### src/rtl/dsss_spr_pkg.sv
// Package: shared mode encodings and the illegal-mode decode for the spreader.
// Assumes a 3-bit mode: [2] narrow (32 chips), [1] dual (two bits per symbol),
// [0] oversampling choice that the spreader itself ignores.
package dsss_spr_pkg;
    localparam int MODE_W = 3;
    localparam logic [MODE_W-1:0] MODE_WIDE   = 3'b000;
    localparam logic [MODE_W-1:0] MODE_NARROW = 3'b100;
    localparam logic [MODE_W-1:0] MODE_DUAL   = 3'b110;

    // True for mode values that must halt the spreader.
    function automatic logic mode_illegal(input logic [MODE_W-1:0] m);
        return (m == 3'b001) || (m == 3'b010) || (m == 3'b011) || (m == 3'b111);
    endfunction
endpackage

### src/rtl/spr_mode_ctl.sv
// Module: holds the mode that governs the symbol in progress and flags illegal
// values. At a boundary the requested mode passes straight through; otherwise
// the value latched at the last boundary applies.
// Assumes mode_req is synchronous to clk.
module spr_mode_ctl
    import dsss_spr_pkg::*;
(
    input  logic              clk,
    input  logic              rst_n,
    input  logic [MODE_W-1:0] mode_req,
    input  logic              boundary,
    output logic              eff_narrow,
    output logic              eff_dual,
    output logic              illegal
);
    logic held_narrow;
    logic held_dual;

    assign illegal = mode_illegal(mode_req);

    // Latch the mode whenever a legal value is seen at a symbol boundary.
    always_ff @(posedge clk) begin
        if (!rst_n) begin
            held_narrow <= MODE_WIDE[2];
            held_dual   <= MODE_WIDE[1];
        end else if (boundary && !illegal) begin
            held_narrow <= mode_req[2];
            held_dual   <= mode_req[1];
        end
    end

    // Choose between the live request and the held mode.
    always_comb begin
        eff_narrow = boundary ? mode_req[2] : held_narrow;
        eff_dual   = boundary ? mode_req[1] : held_dual;
    end
endmodule

### src/rtl/spr_symbol_build.sv
// Module: combinational builder of one symbol's chip pattern, left-aligned so
// the first chip sits at the MSB, plus the symbol's chip count.
// Assumes dual is only set together with narrow (legal modes).
module spr_symbol_build #(
    parameter int CODE_W = 64,
    parameter int CNT_W  = $clog2(CODE_W + 1)
) (
    input  logic [CODE_W-1:0] code,
    input  logic              narrow,
    input  logic              dual,
    input  logic              first_bit,
    input  logic              data_bit,
    output logic [CODE_W-1:0] pattern,
    output logic [CNT_W-1:0]  len
);
    localparam int HALF = CODE_W / 2;

    logic [HALF-1:0] half_sel;
    logic            half_pick;
    logic            polarity;

    // Select the half and polarity for narrow symbols, or the whole code for wide ones.
    always_comb begin
        half_pick = dual ? first_bit : data_bit;
        polarity  = dual ? data_bit : 1'b1;
        half_sel  = half_pick ? code[CODE_W-1 -: HALF] : code[HALF-1:0];
        if (narrow) begin
            pattern = {(polarity ? half_sel : ~half_sel), {HALF{1'b0}}};
            len     = CNT_W'(HALF);
        end else begin
            pattern = data_bit ? code : ~code;
            len     = CNT_W'(CODE_W);
        end
    end
endmodule

### src/rtl/spr_chip_shifter.sv
// Module: shifts a loaded pattern out MSB first, one chip per step, and counts
// the chips still owed. busy stays high until the last chip has gone out.
// Assumes load is only raised while busy is low.
module spr_chip_shifter #(
    parameter int CODE_W = 64,
    parameter int CNT_W  = $clog2(CODE_W + 1)
) (
    input  logic              clk,
    input  logic              rst_n,
    input  logic              load,
    input  logic [CODE_W-1:0] pattern,
    input  logic [CNT_W-1:0]  len,
    input  logic              step,
    output logic              busy,
    output logic              chip,
    output logic              chip_valid
);
    logic [CODE_W-1:0] pat_q;
    logic [CNT_W-1:0]  left_q;

    assign busy = (left_q != '0);

    // Load a new symbol or emit one chip per permitted step.
    always_ff @(posedge clk) begin
        if (!rst_n) begin
            pat_q      <= '0;
            left_q     <= '0;
            chip       <= 1'b0;
            chip_valid <= 1'b0;
        end else begin
            chip_valid <= 1'b0;
            if (load) begin
                pat_q  <= pattern;
                left_q <= len;
            end else if (step && busy) begin
                chip       <= pat_q[CODE_W-1];
                pat_q      <= {pat_q[CODE_W-2:0], 1'b0};
                left_q     <= left_q - CNT_W'(1);
                chip_valid <= 1'b1;
            end
        end
    end
endmodule

### src/rtl/dsss_spreader.sv
// Module: top of the DSSS chip spreader. Accepts data bits, pairs them in
// double-rate mode, builds each symbol's chips and sends them on chip ticks.
// Assumes all inputs are synchronous to clk; reset is synchronous active-low.
module dsss_spreader
    import dsss_spr_pkg::*;
#(
    parameter int CODE_W = 64
) (
    input  logic              clk,
    input  logic              rst_n,
    input  logic [MODE_W-1:0] mode_i,
    input  logic [CODE_W-1:0] code_i,
    input  logic              bit_valid_i,
    input  logic              bit_data_i,
    output logic              bit_ready_o,
    input  logic              chip_en_i,
    output logic              chip_o,
    output logic              chip_valid_o,
    output logic              mode_err_o
);
    localparam int CNT_W = $clog2(CODE_W + 1);

    logic              busy;
    logic              pair_open;
    logic              pair_first;
    logic              boundary;
    logic              eff_narrow;
    logic              eff_dual;
    logic              illegal;
    logic              accept;
    logic              launch;
    logic [CODE_W-1:0] pattern;
    logic [CNT_W-1:0]  len;

    assign boundary    = !busy && !pair_open;
    assign bit_ready_o = !busy && !illegal;
    assign accept      = bit_valid_i && bit_ready_o;
    assign launch      = accept && (!eff_dual || pair_open);
    assign mode_err_o  = illegal;

    spr_mode_ctl u_mode (
        .clk        (clk),
        .rst_n      (rst_n),
        .mode_req   (mode_i),
        .boundary   (boundary),
        .eff_narrow (eff_narrow),
        .eff_dual   (eff_dual),
        .illegal    (illegal)
    );

    // Hold the first bit of a double-rate pair until its partner arrives.
    always_ff @(posedge clk) begin
        if (!rst_n) begin
            pair_open  <= 1'b0;
            pair_first <= 1'b0;
        end else if (accept && eff_dual && !pair_open) begin
            pair_open  <= 1'b1;
            pair_first <= bit_data_i;
        end else if (launch) begin
            pair_open  <= 1'b0;
        end
    end

    spr_symbol_build #(.CODE_W(CODE_W), .CNT_W(CNT_W)) u_build (
        .code      (code_i),
        .narrow    (eff_narrow),
        .dual      (eff_dual),
        .first_bit (pair_first),
        .data_bit  (bit_data_i),
        .pattern   (pattern),
        .len       (len)
    );

    spr_chip_shifter #(.CODE_W(CODE_W), .CNT_W(CNT_W)) u_shift (
        .clk        (clk),
        .rst_n      (rst_n),
        .load       (launch),
        .pattern    (pattern),
        .len        (len),
        .step       (chip_en_i && !illegal),
        .busy       (busy),
        .chip       (chip_o),
        .chip_valid (chip_valid_o)
    );
endmodule

### config.mk
export PLATFORM = sky130hd
export DESIGN_NAME = dsss_spreader
export DESIGN_NICKNAME = d
export VERILOG_FILES = /design/src/rtl/dsss_spr_pkg.sv /design/src/rtl/spr_mode_ctl.sv /design/src/rtl/spr_symbol_build.sv /design/src/rtl/spr_chip_shifter.sv /design/src/rtl/dsss_spreader.sv
export SDC_FILE = /design/constraint.sdc
export NUM_CORES = 1
export LEC_CHECK = 0
export BUFFER_PORTS_ARGS = -buffer_cell sky130_fd_sc_hd__buf_2
export CAP_MARGIN = 20
export CORE_AREA = 3 3 100 102
export DETAILED_ROUTE_END_ITERATION = 7
export DIE_AREA = 0 0 103 105
export PLACE_DENSITY = 0.83
export SETUP_SLACK_MARGIN = 0.1
export SLEW_MARGIN = 25
export SYNTH_ARGS = -nofsm -noshare
export SYNTH_HDL_FRONTEND = slang
export SYNTH_SLANG_ARGS = --single-unit
### constraint.sdc
create_clock -name clk -period 2.99 [get_ports clk]
set_input_delay 0.897 -clock clk [delete_from_list [all_inputs] [get_ports clk]]
set_output_delay 0.897 -clock clk [all_outputs]
set_load 0.01 [all_outputs]
==> metrics.csv <==
metric,value,unit
outcome,finished clean,
crit-path max FO,4,
initial antenna violation count,0,
WL/cell,19.6,um
die height,105,um
Layout Nets,735,
Setup Buffers After CTS,0,
placed cell area,5780,um^2
core area,9200,um^2
Worst EP required,2.09,ns
PnR worst setup slack,0.208,ns
P_leak,2.56,nW
drt first pass iters,6,
Async SR Flop Fraction,0,%
gr usage total,28.3,%
sequential share of the synthesized area,28.9,%
Gate Count Post-Synth,610,
Worst Skew,0.0103,ns
DPL Wire Length,10300,um
Die Span X,103,um
Fmax,359,MHz
Slew HR,42.4,%
register bit total from synthesis,77,
Power Density,943,nW/um^2
first-pass GRT wire length,24300,um
Setup CP Type,reg -> out,
clk buf depth,2,
share of cells above drive strength 1,22.1,%
startpoint types,flop,
Synth warnings,0,
Post-CTS Hold Fix Bufs,0,
min Tclk post-route,2.78,ns
Skew-Pair Late Insertion Delay,0.37,ns
"CTS clk-pin slew, worst paths",0.08,ns
Tot Pwr,5.66,mW
RSZ-0062 raised after global routing,false,
final wirelength,15200,um
Post-DRT Antenna Nets,0,
I/O pins,76,
Final Wtd Congestion,0.948,
dpl ws,0.205,ns
synth unique cells,55,
Least-Margin Pin Slew,0.861,ns
synthesized cell area,5330,um^2
clock sink total,77,
number of fill cells,802,
Post-Syn Nets,684,
number of synthesized flops with an enable pin,0,
gr ovfl total,0,
post-layout instance area,6000,um^2
initial drt markers,418,
predominant post-synthesis flop cell,dfxtp_1,
HP Class,reg -> reg,
area occupied by multi-input gates,3520,um^2
Root Buffer,clkbuf_8,
Initial Util,58.0,%
# diodes,0,
Final setup viols,0,
row count,35,
register area,1540,um^2
die area,10800,um^2
WP data arrival,1.88,ns
Max Cap Violations,0,
number of buffers created by CTS,9,
H-tree lvl count,3,
vias in the first global route,4952,
Vias,5071,
vias per std cell,6.53,
DR DRC count,0,
CTS tree,yes,
CP endpoint kind,output port,
largest net degree at the start of global routing,70,
VDD IR-drop max,0.000777,V
period utilization,93.0,%
Area growth syn-to-layout,12.6,%
"Hold Violations, Final",0,
Buffers on Ports,75,
final slew viol count,0,
setup TNS,0,ns
PostCTS Resize Cnt,0,
"Avg Cell Area, Syn",8.74,um^2
==> logic make-up after synthesis <==
group                      after synthesis  synth area share, %
and+or+nand+nor                        179                 16.4
AOI/OAI and AO/OA                      152                 23.9
DFF                                     77                 28.9
muxes                                   71                 13.4
xor gates and xnor gates                69                 11.3
buffers and inverters                   60                 5.56
adders and majority gates                2                0.469
==> cells in the mapped netlist, types with 2 or more instances <==
cell type   n  area [um^2]
dfxtp_1    77         1540
mux2i_1    69          691
nor2_1     66          248
nand2_1    51          191
xor2_1     46          403
clkbuf_1   31          116
o22a_1     31          272
xnor2_1    23          201
a21oi_1    19         95.1
nand3_1    18         90.1
a221o_1    17          170
o21a_1     17          128
a31o_2     14          123
buf_2      12         60.1
nor3_1     11         55.1
and3_1     10         62.6
o21ai_0    10         50.1
o31ai_1     8         60.1
o32ai_1     8         70.1
a32o_1      7         70.1
a221oi_2    6         90.1
inv_1       6         22.5
a221oi_1    4         35.0
buf_4       4         30.0
buf_6       4         45.0
a21boi_0    3         22.5
nand2b_1    3         18.8
o32ai_2     3         48.8
a31oi_1     2         12.5
ha_1        2         25.0
nor2_2      2         12.5
or4_1       2         15.0
or4b_4      2         27.5
==> path summary, 6_finish.rpt <==
kind                            cells after the start  slack (ns)           endpoint         startpoint
worst min-delay path                                2        0.46       u_shift.chip       u_shift.chip
worst max register to register                     10        0.29  u_shift.pat_q[54]  u_shift.left_q[0]
worst min register to register                      2        0.46       u_shift.chip       u_shift.chip
worst max-delay path                                4        0.21        bit_ready_o  u_shift.left_q[2]
==> where the power goes <==
| group | total, mW | internal, mW | switching [mW] |
|---|---|---|---|
| Sequential | 1.49 | 1.29 | 0.203 |
| Combinational | 3.28 | 1.31 | 1.97 |
| Clock | 0.886 | 0.469 | 0.417 |
==> layout by cell type, fill, tap and decap left out, types with 2 or more instances in the layout <==
cell type / count
dfxtp_1: 77
buf_2: 74
mux2i_1: 69
nor2_1: 66
nand2_1: 51
xor2_1: 46
o22a_1: 31
xnor2_1: 23
a21oi_1: 19
nand3_1: 18
o21a_1: 17
a221o_1: 17
buf_4: 15
a31o_2: 14
nor3_1: 11
and3_1: 10
o21ai_0: 10
clkbuf_8: 9
o31ai_1: 8
o32ai_1: 8
a32o_1: 7
inv_1: 6
a221oi_2: 6
a221oi_1: 4
buf_12: 4
nand2b_1: 3
a21boi_0: 3
o32ai_2: 3
clkinvlp_4: 3
or4b_4: 2
or4_1: 2
a31oi_1: 2
nor2_4: 2
ha_1: 2
bufinv_16: 2
==> metrics by stage <==
step | hold slack (ns) | utilization, % | cells
6_report | 0.460 | 65.3 | 777
5_1_grt | 0.474 | 65.3 | 777
4_1_cts | 0.459 | 65.2 | 777
3_5_place_dp | 0.448 | 62.9 | 761
3_3_place_gp | 0.440 | 62.7 | 761
2_1_floorplan | 0.427 | - | 610
==> state kept, by name, summed over array words and instances, names as in the netlist <==
signal              flops
u_shift.left_q          7
u_shift.pat_q          64
u_shift.chip            1
u_mode.held_narrow      1
u_shift.chip_valid      1
pair_open               1
pair_first              1
u_mode.held_dual        1
==> layer usage <==
layer	GRT usage [%]	wire length [um]	vias to the layer above
met5	0	0	-
met1	37.0	6120	2425
met4	13.1	601	0
li1	-	-	2326
met3	6.41	1250	53
met2	43.8	7250	267
==> worst max-delay path, stage by stage (launching register included) <==
cell and delay [ns]:
dfxtp_1 0.35, or3_1 0.40, or4b_4 0.55, nor2_1 0.09
buf_2 0.13
==> final cells by class <==
| cell class | instances | share of cell area, % |
|---|---|---|
| sequential | 77 | 25.7 |
| tap | 111 | 2.31 |
| multi-input combinational | 473 | 58.6 |
| clock buffer | 10 | 2.13 |
| timing repair buffer | 93 | 9.38 |
| clock inverter | 6 | 1.46 |
| inverter | 7 | 0.438 |
No activity file was read; power rests on OpenSTA's default activity.
